$ cat config.mk
export PLATFORM = sky130hd
export DESIGN_NAME = trk_deframer
export DESIGN_NICKNAME = d
export VERILOG_FILES = /design/src/rtl/trk_deframe_pkg.sv /design/src/rtl/cell_hunter.sv /design/src/rtl/buf_writer.sv /design/src/rtl/trk_deframer.sv
export SDC_FILE = /design/constraint.sdc
export NUM_CORES = 1
export LEC_CHECK = 0
export ABC_AREA = 1
export BUFFER_PORTS_ARGS = -buffer_cell sky130_fd_sc_hd__buf_2
export CORE_MARGIN = 1.5
export CORE_UTILIZATION = 53
export CTS_CLUSTER_SIZE = 24
export DETAILED_ROUTE_END_ITERATION = 10
export GPL_TIMING_DRIVEN = 0
export PLACE_DENSITY_LB_ADDON = 0.3
export SYNTH_ARGS = -nofsm -noshare
export SYNTH_HDL_FRONTEND = slang
export SYNTH_SLANG_ARGS = --single-unit
$ cat constraint.sdc
create_clock -name clk -period 5.6 [get_ports clk]
set_input_delay 1.12 -clock clk [delete_from_list [all_inputs] [get_ports clk]]
set_output_delay 1.12 -clock clk [all_outputs]
set_load 0.005 [all_outputs]
$ cat src/rtl/trk_deframe_pkg.sv
package trk_deframe_pkg;
    typedef enum logic [1:0] {ST_IDLE, ST_ARMED, ST_READ, ST_DONE} rd_state_e;
    localparam int          CELL_BITS    = 16;
    localparam logic [15:0] PREAMBLE_PAT = 16'hAAAA;
    localparam logic [15:0] SYNC_PAT     = 16'h9125;
endpackage

$ cat src/rtl/cell_hunter.sv
module cell_hunter
    import trk_deframe_pkg::*;
(
    input  logic       clk,
    input  logic       rst_n,
    input  logic       clr,
    input  logic       shift_en,
    input  logic       bit_in,
    output logic       byte_vld,
    output logic [7:0] byte_out
);
    localparam int CNT_W = $clog2(CELL_BITS);

    logic [CELL_BITS-1:0] win_q, win_nxt;
    logic [CNT_W-1:0]     cnt_q;
    logic                 pre_seen_q, in_data_q;
    logic [7:0]           odd_bits;

    assign win_nxt = {win_q[CELL_BITS-2:0], bit_in};

    genvar g;
    generate
        for (g = 0; g < 8; g++) begin : g_odd
            assign odd_bits[g] = win_nxt[2*g+1];
        end
    endgenerate

    always_ff @(posedge clk) begin
        if (!rst_n) begin
            win_q      <= '0;
            cnt_q      <= '0;
            pre_seen_q <= 1'b0;
            in_data_q  <= 1'b0;
            byte_vld   <= 1'b0;
            byte_out   <= '0;
        end else begin
            byte_vld <= 1'b0;
            if (clr) begin
                win_q      <= '0;
                cnt_q      <= '0;
                pre_seen_q <= 1'b0;
                in_data_q  <= 1'b0;
            end else if (shift_en) begin
                if (!pre_seen_q && win_nxt == PREAMBLE_PAT) begin
                    pre_seen_q <= 1'b1;
                    win_q      <= '0;
                    cnt_q      <= '0;
                end else if (pre_seen_q && !in_data_q && win_nxt == SYNC_PAT) begin
                    in_data_q <= 1'b1;
                    win_q     <= '0;
                    cnt_q     <= '0;
                end else if (in_data_q && cnt_q == CNT_W'(CELL_BITS - 1)) begin
                    byte_vld <= 1'b1;
                    byte_out <= odd_bits;
                    win_q    <= '0;
                    cnt_q    <= '0;
                end else begin
                    win_q <= win_nxt;
                    cnt_q <= cnt_q + 1'b1;
                end
            end
        end
    end

    p_sync_after_pre_r3: assert property (@(posedge clk) disable iff (!rst_n)
        $rose(in_data_q) |-> $past(pre_seen_q));

    p_byte_in_data_r4: assert property (@(posedge clk) disable iff (!rst_n)
        byte_vld |-> $past(in_data_q));
endmodule

$ cat src/rtl/buf_writer.sv
module buf_writer #(
    parameter int ADDR_W      = 16,
    parameter int SIDE0_LIMIT = 32'h2700,
    parameter int SIDE1_LIMIT = 32'h4800
) (
    input  logic              clk,
    input  logic              rst_n,
    input  logic              clr,
    input  logic              stride,
    input  logic [1:0]        side,
    input  logic              byte_vld,
    input  logic [7:0]        byte_in,
    output logic              ram_we,
    output logic [ADDR_W-1:0] ram_addr,
    output logic [7:0]        ram_data,
    output logic              quota_hit
);
    localparam logic [ADDR_W:0] LIM0 = (ADDR_W+1)'(SIDE0_LIMIT);
    localparam logic [ADDR_W:0] LIM1 = (ADDR_W+1)'(SIDE1_LIMIT);

    logic [ADDR_W-1:0] addr_q;
    logic [ADDR_W:0]   addr_inc;
    logic              keep;

    assign addr_inc  = {1'b0, addr_q} + 1'b1;
    assign keep      = !stride || !addr_q[0];
    assign quota_hit = byte_vld && (addr_inc >= ((side == 2'd0) ? LIM0 : LIM1));

    always_ff @(posedge clk) begin
        if (!rst_n) begin
            addr_q   <= '0;
            ram_we   <= 1'b0;
            ram_addr <= '0;
            ram_data <= '0;
        end else begin
            ram_we <= 1'b0;
            if (clr) begin
                addr_q <= '0;
            end else if (byte_vld) begin
                addr_q <= addr_inc[ADDR_W-1:0];
                if (keep) begin
                    ram_we   <= 1'b1;
                    ram_addr <= stride ? (addr_q >> 1) : addr_q;
                    ram_data <= byte_in;
                end
            end
        end
    end

    p_addr_step_r6: assert property (@(posedge clk) disable iff (!rst_n)
        (byte_vld && !clr) |=> (addr_q == $past(addr_q) + 1'b1));

    p_we_follows_byte_r7: assert property (@(posedge clk) disable iff (!rst_n)
        ram_we |-> $past(byte_vld));
endmodule

$ cat src/rtl/trk_deframer.sv
module trk_deframer
    import trk_deframe_pkg::*;
#(
    parameter int ADDR_W      = 16,
    parameter int SIDE0_LIMIT = 32'h2700,
    parameter int SIDE1_LIMIT = 32'h4800
) (
    input  logic              clk,
    input  logic              rst_n,
    input  logic              start,
    input  logic              stride_mode,
    input  logic              index_in,
    input  logic              bit_valid,
    input  logic              bit_in,
    output logic              ram_we,
    output logic [ADDR_W-1:0] ram_addr,
    output logic [7:0]        ram_data,
    output logic              side_sel,
    output logic              busy,
    output logic              done
);
    rd_state_e  state_q, state_nxt;
    logic [1:0] side_q;
    logic       stride_q, idx_q;
    logic       idx_fall, go_read, quota_hit, byte_vld;
    logic [7:0] byte_w;

    assign idx_fall = idx_q && !index_in;
    assign go_read  = (state_q == ST_ARMED) && idx_fall && (side_q < 2'd2) && !start;

    always_comb begin
        state_nxt = state_q;
        if (start) begin
            state_nxt = ST_ARMED;
        end else begin
            unique case (state_q)
                ST_IDLE:  state_nxt = ST_IDLE;
                ST_ARMED: if (go_read) state_nxt = ST_READ;
                ST_READ:  if (quota_hit) state_nxt = (side_q == 2'd0) ? ST_ARMED : ST_DONE;
                ST_DONE:  state_nxt = ST_DONE;
            endcase
        end
    end

    always_ff @(posedge clk) begin
        if (!rst_n) begin
            state_q  <= ST_IDLE;
            side_q   <= 2'd0;
            stride_q <= 1'b0;
            idx_q    <= 1'b0;
        end else begin
            state_q <= state_nxt;
            idx_q   <= index_in;
            if (start) begin
                side_q   <= 2'd0;
                stride_q <= stride_mode;
            end else if (state_q == ST_READ && quota_hit) begin
                side_q <= side_q + 1'b1;
            end
        end
    end

    always_comb begin
        busy     = (state_q == ST_ARMED) || (state_q == ST_READ);
        done     = (state_q == ST_DONE);
        side_sel = (side_q != 2'd0);
    end

    cell_hunter u_hunter (
        .clk      (clk),
        .rst_n    (rst_n),
        .clr      (start || go_read),
        .shift_en (bit_valid && state_q == ST_READ),
        .bit_in   (bit_in),
        .byte_vld (byte_vld),
        .byte_out (byte_w)
    );

    buf_writer #(
        .ADDR_W      (ADDR_W),
        .SIDE0_LIMIT (SIDE0_LIMIT),
        .SIDE1_LIMIT (SIDE1_LIMIT)
    ) u_writer (
        .clk       (clk),
        .rst_n     (rst_n),
        .clr       (start),
        .stride    (stride_q),
        .side      (side_q),
        .byte_vld  (byte_vld),
        .byte_in   (byte_w),
        .ram_we    (ram_we),
        .ram_addr  (ram_addr),
        .ram_data  (ram_data),
        .quota_hit (quota_hit)
    );

    p_we_in_read_r6: assert property (@(posedge clk) disable iff (!rst_n)
        ram_we |-> $past(state_q == ST_READ));

    p_read_on_fall_r10: assert property (@(posedge clk) disable iff (!rst_n)
        (state_q == ST_READ && $past(state_q) == ST_ARMED) |-> $past(idx_fall));

    p_done_after_side1_r9: assert property (@(posedge clk) disable iff (!rst_n)
        $rose(done) |-> ($past(side_q) == 2'd1));

    p_idle_quiet_r1: assert property (@(posedge clk) disable iff (!rst_n)
        (state_q == ST_IDLE) |-> !ram_we);
endmodule

After elaboration in Yosys (flattened, before gate mapping)
Index checks and enable logic that the tools add are counted.
{"block": "word_totals", "elab_cells": 85, "reg_bits": 77}
{"block": "classes", "order_cmp": 2, "reduce_logical": 33, "add_sub_neg": 3, "n_eq_ne": 10, "muxes": 15, "n_bitwise": 7}
{"op": "2-to-1 mux 15 bit", "n": 4}
{"op": "equality test 16 bit, second input constant", "n": 2}
{"op": "adder 16 x 1 -> 17 bit, second input constant", "n": 1}
{"op": "greater-or-equal comparator 17 bit", "n": 1}
{"op": "2-to-1 mux 16 bit", "n": 1}
{"op": "2-to-1 mux 4 bit", "n": 3}
{"op": "logical AND 1 bit", "n": 11}
{"op": "case mux 2 bit (4 select lines)", "n": 1}
{"op": "NOT 1 bit", "n": 7}
{"op": "zero test 1 bit", "n": 6}
{"op": "2-to-1 mux 2 bit", "n": 3}
{"op": "inequality test 3 bit, second input constant", "n": 2}
{"op": "AND reduction 2 bit", "n": 3}
{"op": "AND reduction 3 bit", "n": 2}
{"op": "AND reduction 5 bit", "n": 1}
{"op": "OR reduction 5 bit", "n": 1}
{"op": "adder 4 x 1 -> 4 bit, second input constant", "n": 1}
{"op": "equality test 2 bit, second input constant", "n": 2}
{"op": "equality test 4 bit, second input constant", "n": 1}
{"op": "zero test 2 bit", "n": 2}
{"op": "inequality test 2 bit, second input constant", "n": 2}
{"op": "OR reduction 2 bit", "n": 2}
{"op": "logical OR 1 bit", "n": 3}
{"op": "2-to-1 mux 1 bit", "n": 3}
{"op": "other kinds (5)", "n": 5}

Depth between registers and ports, before layout
{"block": "logic_depth", "ltp_word": 8, "mapped_depth": 25, "ltp_nobuf": 24}

Modules after synthesis
Synthesis repeated with hierarchy kept, for this count alone.
{"block": "unflattened", "hier_cells": 561, "hier_area_um2": 3923.8}
{"mod": "buf_writer", "area_per_inst_um2": 2129.5, "n_inst": 1, "cells_per_inst": 303, "seq_area_each_um2": 820.8}
{"mod": "cell_hunter", "area_per_inst_um2": 1416.4, "n_inst": 1, "cells_per_inst": 202, "seq_area_each_um2": 600.6}
{"mod": "trk_deframer", "area_per_inst_um2": 377.9, "n_inst": 1, "cells_per_inst": 56, "seq_area_each_um2": 120.1}

Worst setup path before layout
Ideal clock, no wire load.
{"block": "synth_timing", "path_kind": "register -> register", "start": "register u_writer.addr_q[0]", "end": "register state_q[0]", "t_arrival_ns": 2.328, "setup_time_ns": 0.116, "n_path_buf": 0, "synth_period_minus_slack_ns": 2.444, "t_required_ns": 5.484, "stages_incl_launch_ff": 23, "slack_ns": 3.156, "cell_sequence": "dfxtp_1 -> ha_1 -> nand2_1 -> inv_1 -> nand2_2 -> nor3_1 -> xor2_1 -> ha_1 -> nand2_1 -> nor2_1 -> nand2_1 -> nor2_1 -> nand2_1 -> nor2_1 -> nand3_1 -> nand2_1 -> nand2_1 -> nand2_1 -> nand2_1 -> nand2_2 -> nand2_2 -> nor3_2 -> nor2_2"}
{"block": "synth_via", "elab_chain_len": 5}
{"item": "start: declaration", "line_no": "buf_writer.sv:21", "rtl": "logic [ADDR_W-1:0] addr_q;"}
{"item": "start signal: assignment", "line_no": "buf_writer.sv:40", "rtl": "addr_q <= addr_inc[ADDR_W-1:0];"}
{"item": "adder 16 x 1 -> 17 bit", "line_no": "buf_writer.sv:25", "rtl": "assign addr_inc = {1'b0, addr_q} + 1'b1;"}
{"item": "net u_writer.addr_inc[10]", "line_no": "buf_writer.sv:22", "rtl": "logic [ADDR_W:0] addr_inc;"}
{"item": "greater-or-equal comparator 17 bit", "line_no": "buf_writer.sv:27", "rtl": "assign quota_hit = byte_vld && (addr_inc >= ((side == 2'd0) ? LIM0 : LIM1));"}
{"item": "logical AND 1 bit", "line_no": "buf_writer.sv:27"}
{"item": "inequality test 3 bit (no source line)"}
{"item": "AND reduction 2 bit (no source line)"}
{"item": "end signal: assignment", "line_no": "trk_deframer.sv:52", "rtl": "state_q <= state_nxt;"}
{"item": "end: declaration", "line_no": "trk_deframer.sv:22", "rtl": "rd_state_e state_q, state_nxt;"}
The timed path passes the listed nets, and every way through them passes these cells.
A chain may end at the register's enable or synchronous reset.

Worst setup path in the final report
{"block": "layout_timing", "start": "register u_writer.addr_q[3]", "end": "register state_q[0]"}
The elaborated chain is that of the path after synthesis.

==> results <==
- The run finished with clean final reports.
- The worst setup path endpoint is state_q[0]$_SDFFE_PN0P_.
- For this design the top-level I/O count stands at 35.
- The clock-pin slew reported for the worst setup and hold paths after clock tree synthesis is 0.08 ns.
- In this run the worst hold path is classified as reg2reg.
- The effective utilization at floorplan is a little over half.
- Entering global routing, the biggest net connects 14 pins.
- The number of global-route vias before repair is between 3000 and 4000.
- The combined area of all synthesized cells is between 0.003 and 0.004 mm^2.
- The die covers between 0.007 and 0.008 mm^2.
- After detailed placement, the total cell area comes to a little under 0.004 mm^2.
- The worst setup path is captured at a flip-flop.
- The launch instance of the worst register-to-register path is u_writer.addr_q[3]$_SDFFE_PP0P_.
- The headroom to the max-slew limit is between 60% and 70%.
- The number of antenna diodes in the final layout is 0.
- At the pin with the least slew margin, the transition time is about 0.57 ns.
- The insertion delay of the later-clocked pin in the worst-skew pair is roughly 0.35 ns.
- Setup slack on the critical path of the routed design comes to 2.68 ns.
- The aggregate routed wire length is between 8000 and 9000 um.
- The gate count after technology mapping is approximately 520.
- The quantity of I/O buffers inserted on ports is 34.
- For this block, the via count after detailed routing is roughly 3600.
- Buffers inserted to repair hold after CTS numbered 0.
- The critical-path cell with the highest stage delay is sky130_fd_sc_hd__dfxtp_1.
- Clock tree synthesis inserted a total of 9 buffers.
- STA puts the critical path data arrival time at roughly 3.2 ns.
- The largest clock skew in the final design is approximately 0.0093 ns.
- On the worst path, the slowest cell contributes a delay of between 0.4 and 0.5 ns.
- The required time reported for the critical path endpoint is 5.85 ns.
- The highest fanout seen on the critical path is 6.
- The TritonCTS clock tree is built.
- The DRC marker count from the first detailed-route iteration is 315.
- The final number of max-transition violations is 0.
- Buffers added to address setup during post-CTS repair amount to 0.
- Once detailed placement completed, the half-perimeter wirelength came to about 6400 um.
- The first-pass GRT wire length is 14700 um.
- The number of nets in the final layout is slightly below 600.
- In this run, synthesis produced a sequential element count of 77.
- The initial antenna violation count came to 0.
- The dominant cell type by count on the critical path is sky130_fd_sc_hd__nand2_1.
- The first detailed-routing pass took 5 iterations.
- The clock period could shrink to approximately 2.9 ns.
- After detailed routing, the number of remaining DRC violations is 0.
- Global routing used between 20 and 30% of the available tracks across all layers.
- The buffer levels on the longest clock path is 2.
- The number of nets with antenna violations after detailed routing is 0.
- The die height is 86.6 um.
- The worst slack after detailed placement is about 2.7 ns.
- The post-synthesis net count is around 540.
- The relative area change from synthesis to final layout is 14.3%.
- The number of placement rows is 30.
- For this run the aggregate overflow at the end of global routing stands at 0.
- The leakage component of the power is around 1.8 nW.
- The congestion estimate from routability-driven global placement came to 0.899.
- The worst setup path is launched from a flip-flop.
- After routing the design area is between 0.004 and 0.005 mm^2.
- Max-cap violations in this run came to 0.
- In this run the critical register-to-register path is captured at state_q[0]$_SDFFE_PN0P_.
- The die width is around 87 um.
- The share of the Yosys chip area taken by registers is between 40% and 50%.
- The total count of hold-check failures in the final report was 0.
- Post-CTS repair changed the size of 0 cells.
- In the finished design, the share of the clock period the worst path needs comes to 52.2%.
- The source of the critical timing path is u_writer.addr_q[3]$_SDFFE_PP0P_.
- The cell area power density is between 200 and 300 mW/mm^2.
- The total area inside the core boundary comes to between 0.006 and 0.007 mm^2.
- The number of sinks on the clock net is a little under 80.
- Each instance of the synthesized netlist takes up on average 7.08 um^2.
- The number of cells on the worst reg-to-reg path is 23.
- Setup repair after global routing left no endpoint under its margin.
- The H-tree was split into 3 levels.
- Setup violations remaining at the end of the flow were counted as 0.
- The synthesis warning total is 0.
- Derived from the worst setup path, the maximum achievable clock frequency is 0.342 GHz.
- The slack of the worst reg-to-reg path is ~2.7 ns.
- The detailed-route vias per instance is between 5 and 6.
- The signal on the critical path passes through nand2_2 -> nor2_1 -> nand2_1 -> clkinv_1 -> nand3_1 -> nor2_1 -> xor2_1 -> ha_1 -> inv_1 -> nor2_1 -> nand2_1 -> nor2_1 -> nand2_1 -> nor2_1 -> nand3_1 -> nand2_1 -> nand2_1 -> nand2_1 -> nand2_1 -> nand2_2 -> nand2_2 -> nor3_2 -> nor2_2.
- The post-route netlist has 13.4% of its cells at a drive strength greater than 1.
- The root buffer cell is sky130_fd_sc_hd__clkbuf_8.
- The type of the worst setup path is reg2reg.
- The worst-case IR drop observed on VDD is just under 0.2 mV.
- After layout, the design draws a total of about 1.1 mW.
- After routing, the total negative slack on setup checks comes to 0 ns.
- Synthesis instantiated 34 different standard cells from the library.
- In the final routed layout, each cell accounts on average for 13.5 um.
## metrics by stage
step	utilization [%]	hold WS [ns]	cells
2_1_floorplan	-	0.430	523
3_3_place_gp	58.8	0.444	637
3_5_place_dp	58.8	0.452	637
4_1_cts	62.6	0.460	653
5_1_grt	62.6	0.477	653
6_report	62.6	0.461	653
## cell usage after synthesis
master                      count  area, um^2
sky130_fd_sc_hd__a21o_1         1        7.51
sky130_fd_sc_hd__a2bb2oi_1      1        8.76
sky130_fd_sc_hd__clkinv_1       2        7.51
sky130_fd_sc_hd__ha_1          13         163
sky130_fd_sc_hd__a21oi_1       43         215
sky130_fd_sc_hd__nor3_1         5        25.0
sky130_fd_sc_hd__clkbuf_1      15        56.3
sky130_fd_sc_hd__nor4_1         4        25.0
sky130_fd_sc_hd__xor2_1         8        70.1
sky130_fd_sc_hd__nand2_1      123         462
sky130_fd_sc_hd__or2_2          2        12.5
sky130_fd_sc_hd__nor3b_1        1        7.51
sky130_fd_sc_hd__inv_1         54         203
sky130_fd_sc_hd__o21ai_1        6        30.0
sky130_fd_sc_hd__o211ai_1       1        7.51
sky130_fd_sc_hd__o21a_1         1        7.51
sky130_fd_sc_hd__a221oi_1       1        8.76
sky130_fd_sc_hd__nand3_1       18        90.1
sky130_fd_sc_hd__a31oi_1       14        87.6
sky130_fd_sc_hd__a2111oi_0      1        8.76
sky130_fd_sc_hd__buf_2          5        25.0
sky130_fd_sc_hd__a21oi_2        1        8.76
sky130_fd_sc_hd__inv_2          2        7.51
sky130_fd_sc_hd__nor2_2         3        18.8
sky130_fd_sc_hd__nand4_1       10        62.6
sky130_fd_sc_hd__dfxtp_1       77        1540
sky130_fd_sc_hd__nand3_2        4        40.0
sky130_fd_sc_hd__nor2_1        54         203
sky130_fd_sc_hd__o21ai_0       40         200
sky130_fd_sc_hd__clkbuf_2       1        5.00
sky130_fd_sc_hd__nand2_2        5        31.3
sky130_fd_sc_hd__buf_1          2        7.51
sky130_fd_sc_hd__xnor2_1        1        8.76
sky130_fd_sc_hd__nor3_2         4        40.0
## flip-flops by register name, summed over array words and instances (netlist names)
register and cells:
side_q 2, u_hunter.in_data_q 1, u_writer.ram_data 8, u_writer.ram_addr 16, u_writer.addr_q 16, u_hunter.cnt_q 4, u_hunter.win_q 15, u_hunter.pre_seen_q 1
u_writer.ram_we 1, u_hunter.byte_out 8, u_hunter.byte_vld 1, idx_q 1, stride_q 1, state_q 2
## power breakdown
group	internal (mW)	switching, mW	total (mW)
sequential	0.549	0.00177	0.551
clock	0.321	0.207	0.528
combinational	0.0114	0.0275	0.0389
## critical path, delay by kind of cell, from the launching register on
family	cells	cell delay (ns)
flip-flops	1	0.47
AND/OR/NAND/NOR	19	1.78
buffers and inverters	2	0.14
XOR/XNOR	1	0.11
adder cells (fa/ha/maj)	1	0.31
## per-layer routing
| layer | GRT usage (%) | wire length (um) | up-vias |
|---|---|---|---|
| met5 | 0 | 0 | - |
| met4 | 13.3 | 266 | 0 |
| met3 | 5.05 | 443 | 31 |
| met2 | 40.3 | 4100 | 109 |
| met1 | 31.9 | 4010 | 1638 |
| li1 | - | - | 1801 |
## cell families (layout without fill, tap and decap cells)
logic type	count (synthesis)	after routing	share of synthesized area (%)
DFF	77	77	41.6
buffers and inverters	81	131	8.41
xor gates and xnor gates	9	9	2.13
and+or+nand+nor	233	233	27.5
AOI/OAI and AO/OA	110	110	16.0
adders and majority gates	13	13	4.39
## area by class of cell
| type | instances | area [um^2] |
|---|---|---|
| fillers | 608 | 2530 |
| multi-input cells | 365 | 1850 |
| flip-flops and latches | 77 | 1540 |
| inverters | 58 | 218 |
| repair buffers | 34 | 170 |
| clock buffers | 11 | 151 |
| clock inverters | 5 | 106 |
| well taps | 80 | 100 |
| plain buffers | 23 | 93.8 |
## placed cells by master, fill, tap and decap left out, types with 5 or more instances in the layout
| cell type | n |
|---|---|
| sky130_fd_sc_hd__buf_2 | 39 |
| sky130_fd_sc_hd__dfxtp_1 | 77 |
| sky130_fd_sc_hd__clkbuf_1 | 15 |
| sky130_fd_sc_hd__clkbuf_8 | 11 |
| sky130_fd_sc_hd__nor2_1 | 54 |
| sky130_fd_sc_hd__nand4_1 | 10 |
| sky130_fd_sc_hd__ha_1 | 13 |
| sky130_fd_sc_hd__nor3_1 | 5 |
| sky130_fd_sc_hd__xor2_1 | 8 |
| sky130_fd_sc_hd__a31oi_1 | 14 |
| sky130_fd_sc_hd__inv_1 | 54 |
| sky130_fd_sc_hd__nand2_2 | 5 |
| sky130_fd_sc_hd__o21ai_0 | 40 |
| sky130_fd_sc_hd__o21ai_1 | 6 |
| sky130_fd_sc_hd__nand2_1 | 123 |
| sky130_fd_sc_hd__a21oi_1 | 43 |
| sky130_fd_sc_hd__nand3_1 | 18 |
## worst min-delay path by stage
stage	start	end	slack [ns]	depth (start not counted)
floorplan	u_hunter.byte_out[6]$_SDFFE_PN0P_	u_hunter.byte_out[6]$_SDFFE_PN0P_	0.43	2
CTS	u_hunter.byte_out[7]$_SDFFE_PN0P_	u_writer.ram_data[7]$_SDFFE_PN0P_	0.46	2
detailed placement	u_hunter.byte_out[6]$_SDFFE_PN0P_	u_hunter.byte_out[6]$_SDFFE_PN0P_	0.45	2
global placement	u_hunter.byte_out[6]$_SDFFE_PN0P_	u_hunter.byte_out[6]$_SDFFE_PN0P_	0.44	2
finish	u_hunter.byte_out[7]$_SDFFE_PN0P_	u_writer.ram_data[7]$_SDFFE_PN0P_	0.46	2
global route	u_hunter.byte_out[7]$_SDFFE_PN0P_	u_writer.ram_data[7]$_SDFFE_PN0P_	0.48	2
(Power assumes the default switching activity.)
